--- config.mk ---
export PLATFORM = sky130hd
export DESIGN_NAME = bus_break_unit
export DESIGN_NICKNAME = d
export VERILOG_FILES = /design/src/rtl/bbu_pkg.sv /design/src/rtl/bbu_regs.sv /design/src/rtl/bbu_chan.sv /design/src/rtl/bbu_flags.sv /design/src/rtl/bus_break_unit.sv
export SDC_FILE = /design/constraint.sdc
export NUM_CORES = 1
export LEC_CHECK = 0
export ABC_AREA = 1
export BUFFER_PORTS_ARGS = -buffer_cell sky130_fd_sc_hd__buf_2
export CORE_MARGIN = 8
export CORE_UTILIZATION = 45
export CTS_CLUSTER_SIZE = 30
export DETAILED_ROUTE_END_ITERATION = 10
export GPL_TIMING_DRIVEN = 0
export PLACE_DENSITY_LB_ADDON = 0.08
export SLEW_MARGIN = 20
export SYNTH_ARGS = -nofsm -noshare
export SYNTH_HDL_FRONTEND = slang
export SYNTH_HIERARCHICAL = 1
export SYNTH_SLANG_ARGS = --single-unit
--- constraint.sdc ---
create_clock -name clk -period 1.37 [get_ports clk]
set_input_delay 0.0685 -clock clk [delete_from_list [all_inputs] [get_ports clk]]
set_output_delay 0.0685 -clock clk [all_outputs]
set_load 0.1 [all_outputs]
--- src/rtl/bbu_pkg.sv ---
package bbu_pkg;
  localparam int NCH   = 2;
  localparam int NFLAG = 2 * NCH;

  // register offsets
  localparam int CH_STRIDE = 4;
  localparam int OFS_ADDR  = 0;
  localparam int OFS_ASID  = 1;
  localparam int OFS_AMASK = 2;
  localparam int OFS_COND  = 3;
  localparam int RA_DATA   = 8;
  localparam int RA_DMASK  = 9;
  localparam int RA_FLAGS  = 10;
  localparam int COND_W    = 8;

  typedef enum logic [1:0] {
    KIND_FETCH_PRE  = 2'd0,
    KIND_FETCH_POST = 2'd1,
    KIND_DATA       = 2'd2,
    KIND_IO         = 2'd3
  } brk_kind_e;

  // last member is least significant: mst = [1:0]
  typedef struct packed {
    logic       dcmp;
    logic       post;
    logic [1:0] dir;
    logic [1:0] acc;
    logic [1:0] mst;
  } cond_t;

  // selector group: bit0 accepts the first option, bit1 the second
  function automatic logic group_ok(input logic [1:0] sel, input logic second);
    return second ? sel[1] : sel[0];
  endfunction

  function automatic brk_kind_e kind_of(input logic is_io, input logic is_data,
                                        input logic post);
    if (is_io)   return KIND_IO;
    if (is_data) return KIND_DATA;
    return post ? KIND_FETCH_POST : KIND_FETCH_PRE;
  endfunction
endpackage

--- src/rtl/bbu_regs.sv ---
module bbu_regs
  import bbu_pkg::*;
#(
  parameter int AW  = 32,
  parameter int IW  = 8,
  parameter int DW  = 32,
  parameter int WW  = 32,
  parameter int RAW = 4
) (
  input  logic                      clk,
  input  logic                      rst_n,
  input  logic                      reg_wr,
  input  logic [RAW-1:0]            reg_addr,
  input  logic [WW-1:0]             reg_wdata,
  output logic [NCH-1:0][AW-1:0]    cfg_addr,
  output logic [NCH-1:0][AW-1:0]    cfg_amask,
  output logic [NCH-1:0][IW-1:0]    cfg_asid,
  output cond_t [NCH-1:0]           cfg_cond,
  output logic [DW-1:0]             cfg_data,
  output logic [DW-1:0]             cfg_dmask,
  output logic                      flag_wr,
  output logic [NFLAG-1:0]          flag_keep
);
  logic unused_wdata;
  assign unused_wdata = ^reg_wdata;

  function automatic logic hit_ofs(input logic [RAW-1:0] a, input int ofs);
    return a == RAW'(ofs);
  endfunction

  for (genvar ch = 0; ch < NCH; ch++) begin : g_ch
    localparam int BASE = ch * CH_STRIDE;
    always_ff @(posedge clk) begin
      if (!rst_n) begin
        cfg_addr[ch]  <= '0;
        cfg_amask[ch] <= '0;
        cfg_asid[ch]  <= '0;
        cfg_cond[ch]  <= '0;
      end else if (reg_wr) begin
        if (hit_ofs(reg_addr, BASE + OFS_ADDR))  cfg_addr[ch]  <= reg_wdata[AW-1:0];
        if (hit_ofs(reg_addr, BASE + OFS_AMASK)) cfg_amask[ch] <= reg_wdata[AW-1:0];
        if (hit_ofs(reg_addr, BASE + OFS_ASID))  cfg_asid[ch]  <= reg_wdata[IW-1:0];
        if (hit_ofs(reg_addr, BASE + OFS_COND))  cfg_cond[ch]  <= cond_t'(reg_wdata[COND_W-1:0]);
      end
    end
  end

  always_ff @(posedge clk) begin
    if (!rst_n) begin
      cfg_data  <= '0;
      cfg_dmask <= '0;
    end else if (reg_wr) begin
      if (hit_ofs(reg_addr, RA_DATA))  cfg_data  <= reg_wdata[DW-1:0];
      if (hit_ofs(reg_addr, RA_DMASK)) cfg_dmask <= reg_wdata[DW-1:0];
    end
  end

  assign flag_wr   = reg_wr && hit_ofs(reg_addr, RA_FLAGS);
  assign flag_keep = reg_wdata[NFLAG-1:0];
endmodule

--- src/rtl/bbu_chan.sv ---
module bbu_chan
  import bbu_pkg::*;
#(
  parameter int AW       = 32,
  parameter int IW       = 8,
  parameter int DW       = 32,
  parameter bit HAS_DATA = 1'b0
) (
  input  logic [AW-1:0] cfg_addr,
  input  logic [AW-1:0] cfg_amask,
  input  logic [IW-1:0] cfg_asid,
  input  cond_t         cfg_cond,
  input  logic [DW-1:0] cfg_data,
  input  logic [DW-1:0] cfg_dmask,
  input  logic          bus_valid,
  input  logic [AW-1:0] bus_addr,
  input  logic [IW-1:0] bus_asid,
  input  logic [DW-1:0] bus_data,
  input  logic          bus_is_dma,
  input  logic          bus_is_data,
  input  logic          bus_is_write,
  input  logic          bus_is_io,
  output logic          hit,
  output brk_kind_e     kind
);
  function automatic logic addr_match(input logic [AW-1:0] a, input logic [AW-1:0] ref_v,
                                      input logic [AW-1:0] ign);
    return ((a ^ ref_v) & ~ign) == '0;
  endfunction

  function automatic logic data_match(input logic [DW-1:0] d, input logic [DW-1:0] ref_v,
                                      input logic [DW-1:0] ign);
    return ((d ^ ref_v) & ~ign) == '0;
  endfunction

  logic addr_ok, asid_ok, class_ok, data_ok;

  assign addr_ok  = addr_match(bus_addr, cfg_addr, cfg_amask);
  assign asid_ok  = (bus_asid == cfg_asid);
  assign class_ok = group_ok(cfg_cond.mst, bus_is_dma)
                 && group_ok(cfg_cond.acc, bus_is_data)
                 && group_ok(cfg_cond.dir, bus_is_write);

  if (HAS_DATA) begin : g_data
    assign data_ok = !cfg_cond.dcmp || !bus_is_data
                  || data_match(bus_data, cfg_data, cfg_dmask);
  end else begin : g_nodata
    logic unused_data;
    assign unused_data = ^{cfg_data, cfg_dmask, bus_data, cfg_cond.dcmp};
    assign data_ok = 1'b1;
  end

  assign hit  = bus_valid && addr_ok && asid_ok && class_ok && data_ok;
  assign kind = kind_of(bus_is_io, bus_is_data, cfg_cond.post);
endmodule

--- src/rtl/bbu_flags.sv ---
module bbu_flags
  import bbu_pkg::*;
(
  input  logic             clk,
  input  logic             rst_n,
  input  logic [NCH-1:0]   ch_hit,
  input  logic             bus_is_dma,
  input  logic             clr_wr,
  input  logic [NFLAG-1:0] clr_keep,
  output logic [NFLAG-1:0] flags
);
  for (genvar ch = 0; ch < NCH; ch++) begin : g_ch
    for (genvar m = 0; m < 2; m++) begin : g_mst
      localparam int IDX = ch * 2 + m;
      logic set_ev, clr_ev;
      assign set_ev = ch_hit[ch] && (bus_is_dma == 1'(m));
      assign clr_ev = clr_wr && !clr_keep[IDX];
      always_ff @(posedge clk) begin
        if (!rst_n)      flags[IDX] <= 1'b0;
        else if (clr_ev) flags[IDX] <= 1'b0;
        else if (set_ev) flags[IDX] <= 1'b1;
      end
    end
  end
endmodule

--- src/rtl/bus_break_unit.sv ---
module bus_break_unit
  import bbu_pkg::*;
#(
  parameter int AW  = 32,
  parameter int IW  = 8,
  parameter int DW  = 32,
  parameter int WW  = 32,
  parameter int RAW = 4
) (
  input  logic           clk,
  input  logic           rst_n,
  input  logic           reg_wr,
  input  logic [RAW-1:0] reg_addr,
  input  logic [WW-1:0]  reg_wdata,
  input  logic           bus_valid,
  input  logic [AW-1:0]  bus_addr,
  input  logic [IW-1:0]  bus_asid,
  input  logic [DW-1:0]  bus_data,
  input  logic           bus_is_dma,
  input  logic           bus_is_data,
  input  logic           bus_is_write,
  input  logic           bus_is_io,
  output logic           brk_req,
  output logic [1:0]     brk_kind,
  output logic [NFLAG-1:0] match_flags
);
  logic [NCH-1:0][AW-1:0] cfg_addr, cfg_amask;
  logic [NCH-1:0][IW-1:0] cfg_asid;
  cond_t [NCH-1:0]        cfg_cond;
  logic [DW-1:0]          cfg_data, cfg_dmask;
  logic                   flag_wr;
  logic [NFLAG-1:0]       flag_keep;

  // named internal events for the checker
  logic [NCH-1:0]         ch_hit;
  brk_kind_e              ch_kind [NCH];
  brk_kind_e              sel_kind;
  logic [COND_W-1:0]      cond_a, cond_b;
  brk_kind_e              kind_q;

  bbu_regs #(.AW(AW), .IW(IW), .DW(DW), .WW(WW), .RAW(RAW)) u_regs (
    .clk(clk), .rst_n(rst_n), .reg_wr(reg_wr), .reg_addr(reg_addr),
    .reg_wdata(reg_wdata), .cfg_addr(cfg_addr), .cfg_amask(cfg_amask),
    .cfg_asid(cfg_asid), .cfg_cond(cfg_cond), .cfg_data(cfg_data),
    .cfg_dmask(cfg_dmask), .flag_wr(flag_wr), .flag_keep(flag_keep)
  );

  for (genvar ch = 0; ch < NCH; ch++) begin : g_chan
    bbu_chan #(.AW(AW), .IW(IW), .DW(DW), .HAS_DATA(ch == NCH - 1)) u_chan (
      .cfg_addr(cfg_addr[ch]), .cfg_amask(cfg_amask[ch]), .cfg_asid(cfg_asid[ch]),
      .cfg_cond(cfg_cond[ch]), .cfg_data(cfg_data), .cfg_dmask(cfg_dmask),
      .bus_valid(bus_valid), .bus_addr(bus_addr), .bus_asid(bus_asid),
      .bus_data(bus_data), .bus_is_dma(bus_is_dma), .bus_is_data(bus_is_data),
      .bus_is_write(bus_is_write), .bus_is_io(bus_is_io),
      .hit(ch_hit[ch]), .kind(ch_kind[ch])
    );
  end

  // lowest-numbered hitting channel supplies the kind
  always_comb begin
    sel_kind = KIND_FETCH_PRE;
    for (int i = NCH - 1; i >= 0; i--) begin
      if (ch_hit[i]) sel_kind = ch_kind[i];
    end
  end

  always_ff @(posedge clk) begin
    if (!rst_n) begin
      brk_req <= 1'b0;
      kind_q  <= KIND_FETCH_PRE;
    end else begin
      brk_req <= |ch_hit;
      if (|ch_hit) kind_q <= sel_kind;
    end
  end

  assign brk_kind = kind_q;
  assign cond_a   = cfg_cond[0];
  assign cond_b   = cfg_cond[NCH-1];

  bbu_flags u_flags (
    .clk(clk), .rst_n(rst_n), .ch_hit(ch_hit), .bus_is_dma(bus_is_dma),
    .clr_wr(flag_wr), .clr_keep(flag_keep), .flags(match_flags)
  );
endmodule

==> results.cfg, run 1 <==
[finish]
syn_to_final_growth_pct = 20.5
n_fill_cell = 2677
final_layout_size_suffix_gt1_frac = 0.126
antennaDiodeCount = 0
final_nets = 2262
finalInstanceArea_um2 = 14100

[power_and_ir_drop]
p_clk_frac = 0.453
p_per_area_nw_per_um2 = 1120
switching_share = 0.259
seq_power_share = 0.438
combPwrFrac = 0.109
p_int_mw = 11.7
power.switching_mw = 4.08
leakagePower_nw = 6.80
vdd_drop_max_mv = 0.753

[placed_design]
place.detailed.hpwl_mm = 27.6
place_ws_ns = -0.546
gp_congestion = 0.875
portBuffers = 121
dpl_cell_area_um2 = 12800

[grt]
gr-usage-all-layers = 0.234
grt_pass1_vias = 10900
overflow = 0
grt_max_degree = 14
antenna_found_initial = 1
grt_first_pass_wirelength_mm = 57.5

[floorplan]
die-area_um2 = 31500
num_rows = 59
die_w_um = 177
die_h_um = 177
initial_core_util = 0.454
ios = 123
fp.coreArea_um2 = 25800

[logic_synthesis]
yosysWarnings = 6
syn_nets = 2074
netlist_area_um2 = 11700
avgSynthCellArea_um2 = 5.99
syn_inst = 1958

[clock_network]
cts_tree = yes
clockRootBuffer = clkbuf_16
cts_sinks = 230
cts_max_path_buffers = 3
cts_buffers = 26
clk_latency_ns = 0.54
htreeDepth = 1
clkTransAtPathRegs_ns = 0.06

[timing]
tightest_slew_ns = 0.746
max_freq_ghz = 0.564
hold_viol_final = 0
period_needed_ns = 1.77
timing.final.ws_setup_ns = -0.402
finalMaxSlewViolations = 0
finalCritPeriodShare = 1.29
rsz0062_at_grt = yes
whs_ns = 0.0541
fin_skew_ns = 0.0194
slew_headroom = 0.502
finalSetupViolations = 7

[setup_path]
critPathKind = reg2reg
cp.required_ns = 1.80
critPathLaunchType = flop
endpoint_kind = flop
crit_fanout = 6
crit_arrival_ns = 2.20

[routing]
drt-total-wl_mm = 37.4
ant_nets = 0
avgViaCountPerCell = 4.69
vias = 11700
drtIter0Drc = 934
drc = 0
dr.pass1.iters = 6
routedWlPerCell_um = 15.0

[outcome]
violations = setup timing
status = finished with violations

[run]
max_cap_violations = 0

[min_path]
hp-class = in2reg
power by group through the flow:
stage / Clock (mW) / Sequential [mW] / Combinational (mW)
floorplan: 0 / 7.04 / 0.956
global placement: 0 / 7.06 / 1.59
detailed placement: 0 / 7.06 / 1.61
CTS: 7.25 / 6.91 / 1.71
global route: 7.54 / 6.93 / 1.91
finish: 7.14 / 6.92 / 1.72
cells in the final DEF, fill, tap and decap left out, types with 23 or more instances in the layout:
master / n
a21oi_1: 24
clkbuf_16: 26
nand3b_1: 37
dlygate4sd3_1: 35
inv_1: 252
nor2_1: 514
dfxtp_1: 225
nand2_1: 658
buf_2: 153
buf_1: 23
nand4_1: 47
final timing paths:
path / from / endpoint / slack, ns / cells after the start
setup reg to reg: u_regs/cfg_addr[18]$_SDFFE_PN0P_ / brk_kind[0]$_SDFFE_PN0P_ / -0.40 / 14
hold reg to reg: u_regs/cfg_amask[47]$_SDFFE_PN0P_ / u_regs/cfg_amask[47]$_SDFFE_PN0P_ / 0.47 / 2
setup / recovery: u_regs/cfg_addr[18]$_SDFFE_PN0P_ / brk_kind[0]$_SDFFE_PN0P_ / -0.40 / 14
hold / removal: reg_addr[1] / u_regs/cfg_asid[0]$_SDFFE_PN0P_ / 0.05 / 5
metrics by stage:
stage / total power [mW] / TNS [ns] / std cells / utilization
6_report: 15.8 / -2.45 / 2500 / 0.547
5_1_grt: 16.4 / -3.28 / 2500 / 0.547
4_1_cts: 15.9 / -1.98 / 2497 / 0.545
3_5_place_dp: 8.68 / -38.92 / 2414 / 0.494
3_3_place_gp: 8.65 / -34.04 / 2414 / 0.494
2_1_floorplan: 8.00 / -0.00175 / 1958 / -
final cells by class:
class | count | area (um^2) | share of cell area
clock inverter | 8 | 76.3 | 0.00540
inverter | 261 | 982 | 0.0695
buffer | 77 | 363 | 0.0257
clock buffer | 39 | 810 | 0.0573
tap | 335 | 419 | 0.0296
timing repair buffer | 160 | 1000 | 0.0708
multi-input combinational | 1390 | 5880 | 0.416
sequential | 230 | 4610 | 0.326
critical path: stages (launching register included):
cell     delay [ns]
dfxtp_2        0.33
nor2_2         0.08
nor2_1         0.04
nand2_1        0.11
nand2_1        0.09
nor2_2         0.14
nand2_1        0.08
nor2_2         0.17
nand2_2        0.08
nor2_4         0.25
inv_2          0.06
nand2_1        0.06
nand2_1        0.05
nor2_1         0.08
nor2_1         0.04
what timing repair did:
item | CTS | global route
hold buffers | 35 | 0
pin swaps | 20 | 11
resized for setup | 28 | 9
endpoints found under the setup margin | 12 | 9
hold endpoints to repair | 125 | 0
buffers inserted | 1 | 3
layer usage:
layer  vias up  wire (um)  global-route usage
li1       6170          -                   -
met1      5142      16400               0.295
met2       327      17400               0.397
met3        78       2200              0.0385
met4         4       1270              0.0764
met5         -        115              0.0256
registers in the layout, summed over array words and instances (netlist names):
register / cells
brk_kind: 2
brk_req: 1
u_flags/flags: 4
u_regs/cfg_addr: 64
u_regs/cfg_amask: 64
u_regs/cfg_asid: 16
u_regs/cfg_cond: 15
u_regs/cfg_data: 32
u_regs/cfg_dmask: 32
(Power assumes the default switching activity.)
==> inputs of run 2 (changes only) <==
--- a/config.mk
+++ b/config.mk
@@ -7,7 +7,7 @@
 export LEC_CHECK = 0
 export ABC_AREA = 1
 export BUFFER_PORTS_ARGS = -buffer_cell sky130_fd_sc_hd__buf_2
-export CORE_MARGIN = 8
+export CORE_MARGIN = 5
 export CORE_UTILIZATION = 45
 export CTS_CLUSTER_SIZE = 30
 export DETAILED_ROUTE_END_ITERATION = 10
==> results.cfg, run 2 (same netlist as run 1, synthesis figures left out) <==
[outcome]
status = finished with violations
violations = setup timing

[finish]
layout_common_cells = nand2_1, nor2_1, inv_1, dfxtp_1, buf_2
finalInstanceArea_um2 = 14200
final_common_cell = nand2_1
final_layout_size_suffix_gt1_frac = 0.126
multi_input_area_um2 = 5880
syn_to_final_growth_pct = 20.7
top_regs = u_regs/cfg_addr: 64 flops, u_regs/cfg_amask: 64 flops
n_fill_cell = 2667
final_nets = 2260
ff_latch_area_um2 = 4610

[placed_design]
portBuffers = 121
gp_congestion = 0.876
place.detailed.hpwl_mm = 27.3
dpl_cell_area_um2 = 12800

[setup_path]
endpoint_kind = flop
crit_fanout = 5
r2r_cells = 11
r2r_setup_slack_ns = -0.37
cp.required_ns = 1.80
critPathLaunchType = flop
critPathKind = reg2reg
crit_arrival_ns = 2.16
crit-reg2reg-launch = u_regs/cfg_addr[4]$_SDFFE_PN0P_
r2r-end = brk_kind[0]$_SDFFE_PN0P_

[clock_network]
cts_max_path_buffers = 3
cts_buffers = 27
clkTransAtPathRegs_ns = 0.06
cts_sinks = 230
clk_latency_ns = 0.54
htreeDepth = 1
cts_tree = yes
clockRootBuffer = clkbuf_16

[routing]
ant_nets = 0
drtIter0Drc = 832
routedWlPerCell_um = 14.8
drt-total-wl_mm = 36.8
drc = 0
vias = 11700
dr.pass1.iters = 5
avgViaCountPerCell = 4.70

[run]
max_cap_violations = 0

[timing]
max_freq_ghz = 0.576
rsz0062_at_grt = yes
timing.final.ws_setup_ns = -0.368
hold_viol_final = 0
tightest_slew_ns = 0.746
slew_headroom = 0.502
finalSetupViolations = 7
fin_skew_ns = 0.0125
period_needed_ns = 1.74
finalMaxSlewViolations = 0
finalCritPeriodShare = 1.27

[grt]
antenna_found_initial = 0
grt_pass1_vias = 10900
grt_max_degree = 14
gr-usage-all-layers = 0.249
grt_first_pass_wirelength_mm = 57.1
overflow = 0

[min_path]
hp-class = in2reg
min_path_cells = 5
min_from = reg_wr
min_to = u_regs/cfg_cond[1]$_SDFFE_PN0P_

[floorplan]
die-area_um2 = 29400
ios = 123
fp.coreArea_um2 = 25800
die_h_um = 171
die_w_um = 171
initial_core_util = 0.454
num_rows = 59

[power_and_ir_drop]
leakagePower_nw = 6.79
total_power_mw = 16.2
p_per_area_nw_per_um2 = 1140
vdd_drop_max_mv = 0.783
## run 2: power breakdown
group	switching [mW]	internal, mW
clock network	2.93	4.63
registers	0.0823	6.83
logic	1.11	0.611
## run 2: per-layer routing
metal,global-route usage,vias up,wire [um]
met5,0,-,0
met4,0.0892,0,1480
met3,0.0359,78,2480
met2,0.424,346,16800
met1,0.324,5131,16100
li1,-,6182,-
## run 2: worst max path at each step
stage	endpoint	depth (start not counted)	slack, ns	startpoint
detailed placement	u_regs/cfg_addr[2]$_SDFFE_PN0P_	6	-0.53	reg_addr[3]
CTS	brk_kind[1]$_SDFFE_PN0P_	14	-0.36	u_regs/cfg_addr[16]$_SDFFE_PN0P_
floorplan	brk_kind[1]$_SDFFE_PN0P_	13	-0.002	u_regs/cfg_addr[22]$_SDFFE_PN0P_
global route	brk_kind[0]$_SDFFE_PN0P_	14	-0.53	u_regs/cfg_addr[10]$_SDFFE_PN0P_
global placement	u_regs/cfg_addr[5]$_SDFFE_PN0P_	6	-0.53	reg_addr[3]
finish	brk_kind[0]$_SDFFE_PN0P_	11	-0.37	u_regs/cfg_addr[4]$_SDFFE_PN0P_
## run 2: timing repair
action / CTS / global route
hold endpoints to repair: 120 / 0
pin swaps: 2 / 24
hold buffers: 35 / 0
buffers inserted: 1 / 0
endpoints found under the setup margin: 13 / 7
resized for setup: 22 / 21
## run 2: metrics by stage
stage	util	std cells	hold WS, ns	worst slack, ns	TNS [ns]
after global routing	0.548	2497	0.0508	-0.534	-2.83
final	0.548	2498	0.0538	-0.368	-1.81
after CTS	0.546	2497	0.0280	-0.365	-1.80
after global placement	0.494	2414	0.307	-0.532	-32.40
after floorplan	-	1958	0.181	-0.00175	-0.00175
after detailed placement	0.494	2414	0.314	-0.527	-37.14
## run 2: critical path: stages, from the launching register on
cell     delay [ns]
dfxtp_1        0.32
or2_0          0.21
nand2_1        0.13
nand4_1        0.19
nor2_4         0.18
nand2_2        0.08
nor2_4         0.21
inv_2          0.06
nand2_1        0.06
nand2_1        0.05
nor2_1         0.10
nor2_1         0.04
## run 2: area by class of cell
type                            count  share of cell area
Antenna cell                        1            0.000177
Buffer                             77              0.0256
Clock buffer                       35              0.0533
Clock inverter                     12              0.0125
Inverter                          261              0.0693
Multi-Input combinational cell   1390               0.415
Sequential cell                   230               0.326
Tap cell                          335              0.0296
Timing Repair Buffer              157              0.0691
==> inputs of run 3 (changes only) <==
--- a/config.mk
+++ b/config.mk
@@ -7,8 +7,9 @@
 export LEC_CHECK = 0
 export ABC_AREA = 1
 export BUFFER_PORTS_ARGS = -buffer_cell sky130_fd_sc_hd__buf_2
+export CORE_ASPECT_RATIO = 0.5
 export CORE_MARGIN = 5
-export CORE_UTILIZATION = 45
+export CORE_UTILIZATION = 54
 export CTS_CLUSTER_SIZE = 30
 export DETAILED_ROUTE_END_ITERATION = 10
 export GPL_TIMING_DRIVEN = 0
==> results.cfg, run 3 (same netlist as run 1, synthesis figures left out) <==
[timing]
max_freq_ghz = 0.574
finalSetupViolations = 7
hold_viol_final = 0
tightest_slew_ns = 0.762
timing.final.ws_setup_ns = -0.372
slew_headroom = 0.492
finalCritPeriodShare = 1.27
finalMaxSlewViolations = 0
period_needed_ns = 1.74
fin_skew_ns = 0.0116
rsz0062_at_grt = yes

[setup_path]
r2r_cells = 11
crit_fanout = 6
crit_arrival_ns = 2.15
r2r_setup_slack_ns = -0.37
cp_top_family = simple AND/OR/NAND/NOR gates
cp.required_ns = 1.78
cp_cell_sequence = or2_0 > nand2_2 > nand4_1 > nor2_4 > nand2_2 > nor2_4 > inv_2 > nand2_1 > nand2_1 > nor2_2 > nor2_1
critPathLaunchType = flop
slowest_delay_ns = 0.33
slowest_stage = dfxtp_2
worstPathBufferInverterCount = 1
crit-reg2reg-launch = u_regs/cfg_addr[4]$_SDFFE_PN0P_
endpoint_kind = flop
critPathKind = reg2reg
r2r-end = brk_kind[0]$_SDFFE_PN0P_

[clock_network]
cts_tree = yes
clk_latency_ns = 0.52
clkTransAtPathRegs_ns = 0.06
htreeDepth = 1
clockRootBuffer = clkbuf_16
cts_buffers = 22
cts_max_path_buffers = 3
cts_sinks = 230

[routing]
vias = 11900
dr.pass1.iters = 5
avgViaCountPerCell = 4.87
drtIter0Drc = 1088
ant_nets = 0
drt-total-wl_mm = 36.3
drc = 0
routedWlPerCell_um = 14.8

[power_and_ir_drop]
leakagePower_nw = 6.69
vdd_drop_max_mv = 0.796
p_per_area_nw_per_um2 = 1050

[placed_design]
place.detailed.hpwl_mm = 26.4
gp_congestion = 0.953
place_ws_ns = -0.452
portBuffers = 121
place_inst = 2379

[floorplan]
die_w_um = 218
ios = 123
die-area_um2 = 25000
die_h_um = 114
num_rows = 38
initial_core_util = 0.545
fp.coreArea_um2 = 21500

[grt]
antenna_found_initial = 3
gr-usage-all-layers = 0.286
grt_pass1_vias = 10500
overflow = 0
grt_max_degree = 15
grt_first_pass_wirelength_mm = 55.6

[finish]
final_common_cell = nand2_1
antennaDiodeCount = 0
syn_to_final_growth_pct = 18.6
final_cells = 2455
top_regs = u_regs/cfg_addr: 64 flops, u_regs/cfg_amask: 64 flops
layout_common_cells = nand2_1, nor2_1, inv_1, dfxtp_1, buf_2
final_layout_size_suffix_gt1_frac = 0.123
final_nets = 2257

[min_path]
min_path_cells = 5
min_from = reg_wr
hp-class = in2reg
min_to = u_regs/cfg_cond[6]$_SDFFE_PN0P_

[outcome]
violations = setup timing
status = finished with violations

[run]
max_cap_violations = 0
[run 3: worst min-delay path, delay by kind of cell]
family	cells	cell delay [ns]
AND/OR/NAND/NOR	4	0.30
buffers and inverters	1	0.17
[run 3: area by class of cell]
class | count | area, um^2
fillers | 2149 | 7620
multi-input cells | 1390 | 5880
flip-flops and latches | 230 | 4610
repair buffers | 159 | 1000
inverters | 261 | 982
clock buffers | 35 | 681
well taps | 300 | 375
plain buffers | 77 | 363
clock inverters | 3 | 15.0
[run 3: metrics by stage]
stage | setup TNS (ns) | total power [mW] | util | area (um^2) | hold slack [ns]
floorplan | -0.00175 | 8.00 | - | 11700 | 0.181
global placement | -35.50 | 8.64 | 0.591 | 12700 | 0.309
detailed placement | -41.24 | 8.66 | 0.591 | 12700 | 0.315
CTS | -2.18 | 14.7 | 0.643 | 13800 | 0.0490
global route | -2.75 | 15.3 | 0.646 | 13900 | 0.0785
finish | -2.15 | 14.7 | 0.646 | 13900 | 0.0730
[run 3: worst max path at each step]
stage,start,to,slack (ns),cells past startpoint
floorplan,u_regs/cfg_addr[22]$_SDFFE_PN0P_,brk_kind[1]$_SDFFE_PN0P_,-0.002,13
global placement,u_regs/cfg_addr[4]$_SDFFE_PN0P_,brk_kind[0]$_SDFFE_PN0P_,-0.44,11
detailed placement,u_regs/cfg_data[27]$_SDFFE_PN0P_,brk_kind[1]$_SDFFE_PN0P_,-0.45,15
CTS,u_regs/cfg_addr[4]$_SDFFE_PN0P_,brk_kind[0]$_SDFFE_PN0P_,-0.36,11
global route,u_regs/cfg_addr[18]$_SDFFE_PN0P_,brk_kind[0]$_SDFFE_PN0P_,-0.46,14
finish,u_regs/cfg_addr[4]$_SDFFE_PN0P_,brk_kind[0]$_SDFFE_PN0P_,-0.37,11
[run 3: report_power, final]
| group | leakage, nW | switching, mW | total (mW) | internal, mW |
|---|---|---|---|---|
| clock network | 0.345 | 2.63 | 6.02 | 3.39 |
| logic | 4.48 | 1.12 | 1.73 | 0.610 |
| registers | 1.86 | 0.0840 | 6.91 | 6.83 |
| total | 6.69 | 3.83 | 14.7 | 10.8 |
[run 3: timing repair]
action	in CTS	in global routing
hold buffers	35	0
endpoints found under the hold margin	81	0
setup buffers	3	0
resized for setup	15	29
pin swaps	20	28
setup endpoints to repair	9	9
[run 3: per-layer routing]
layer | share of wire | GRT usage | vias to the layer above | wire length [um]
met5 | 0.00050 | 0 | - | 18
met4 | 0.025 | 0.0673 | 4 | 899
met2 | 0.42 | 0.448 | 453 | 15200
met1 | 0.45 | 0.407 | 5258 | 16500
li1 | - | - | 6159 | -
met3 | 0.10 | 0.0634 | 71 | 3700
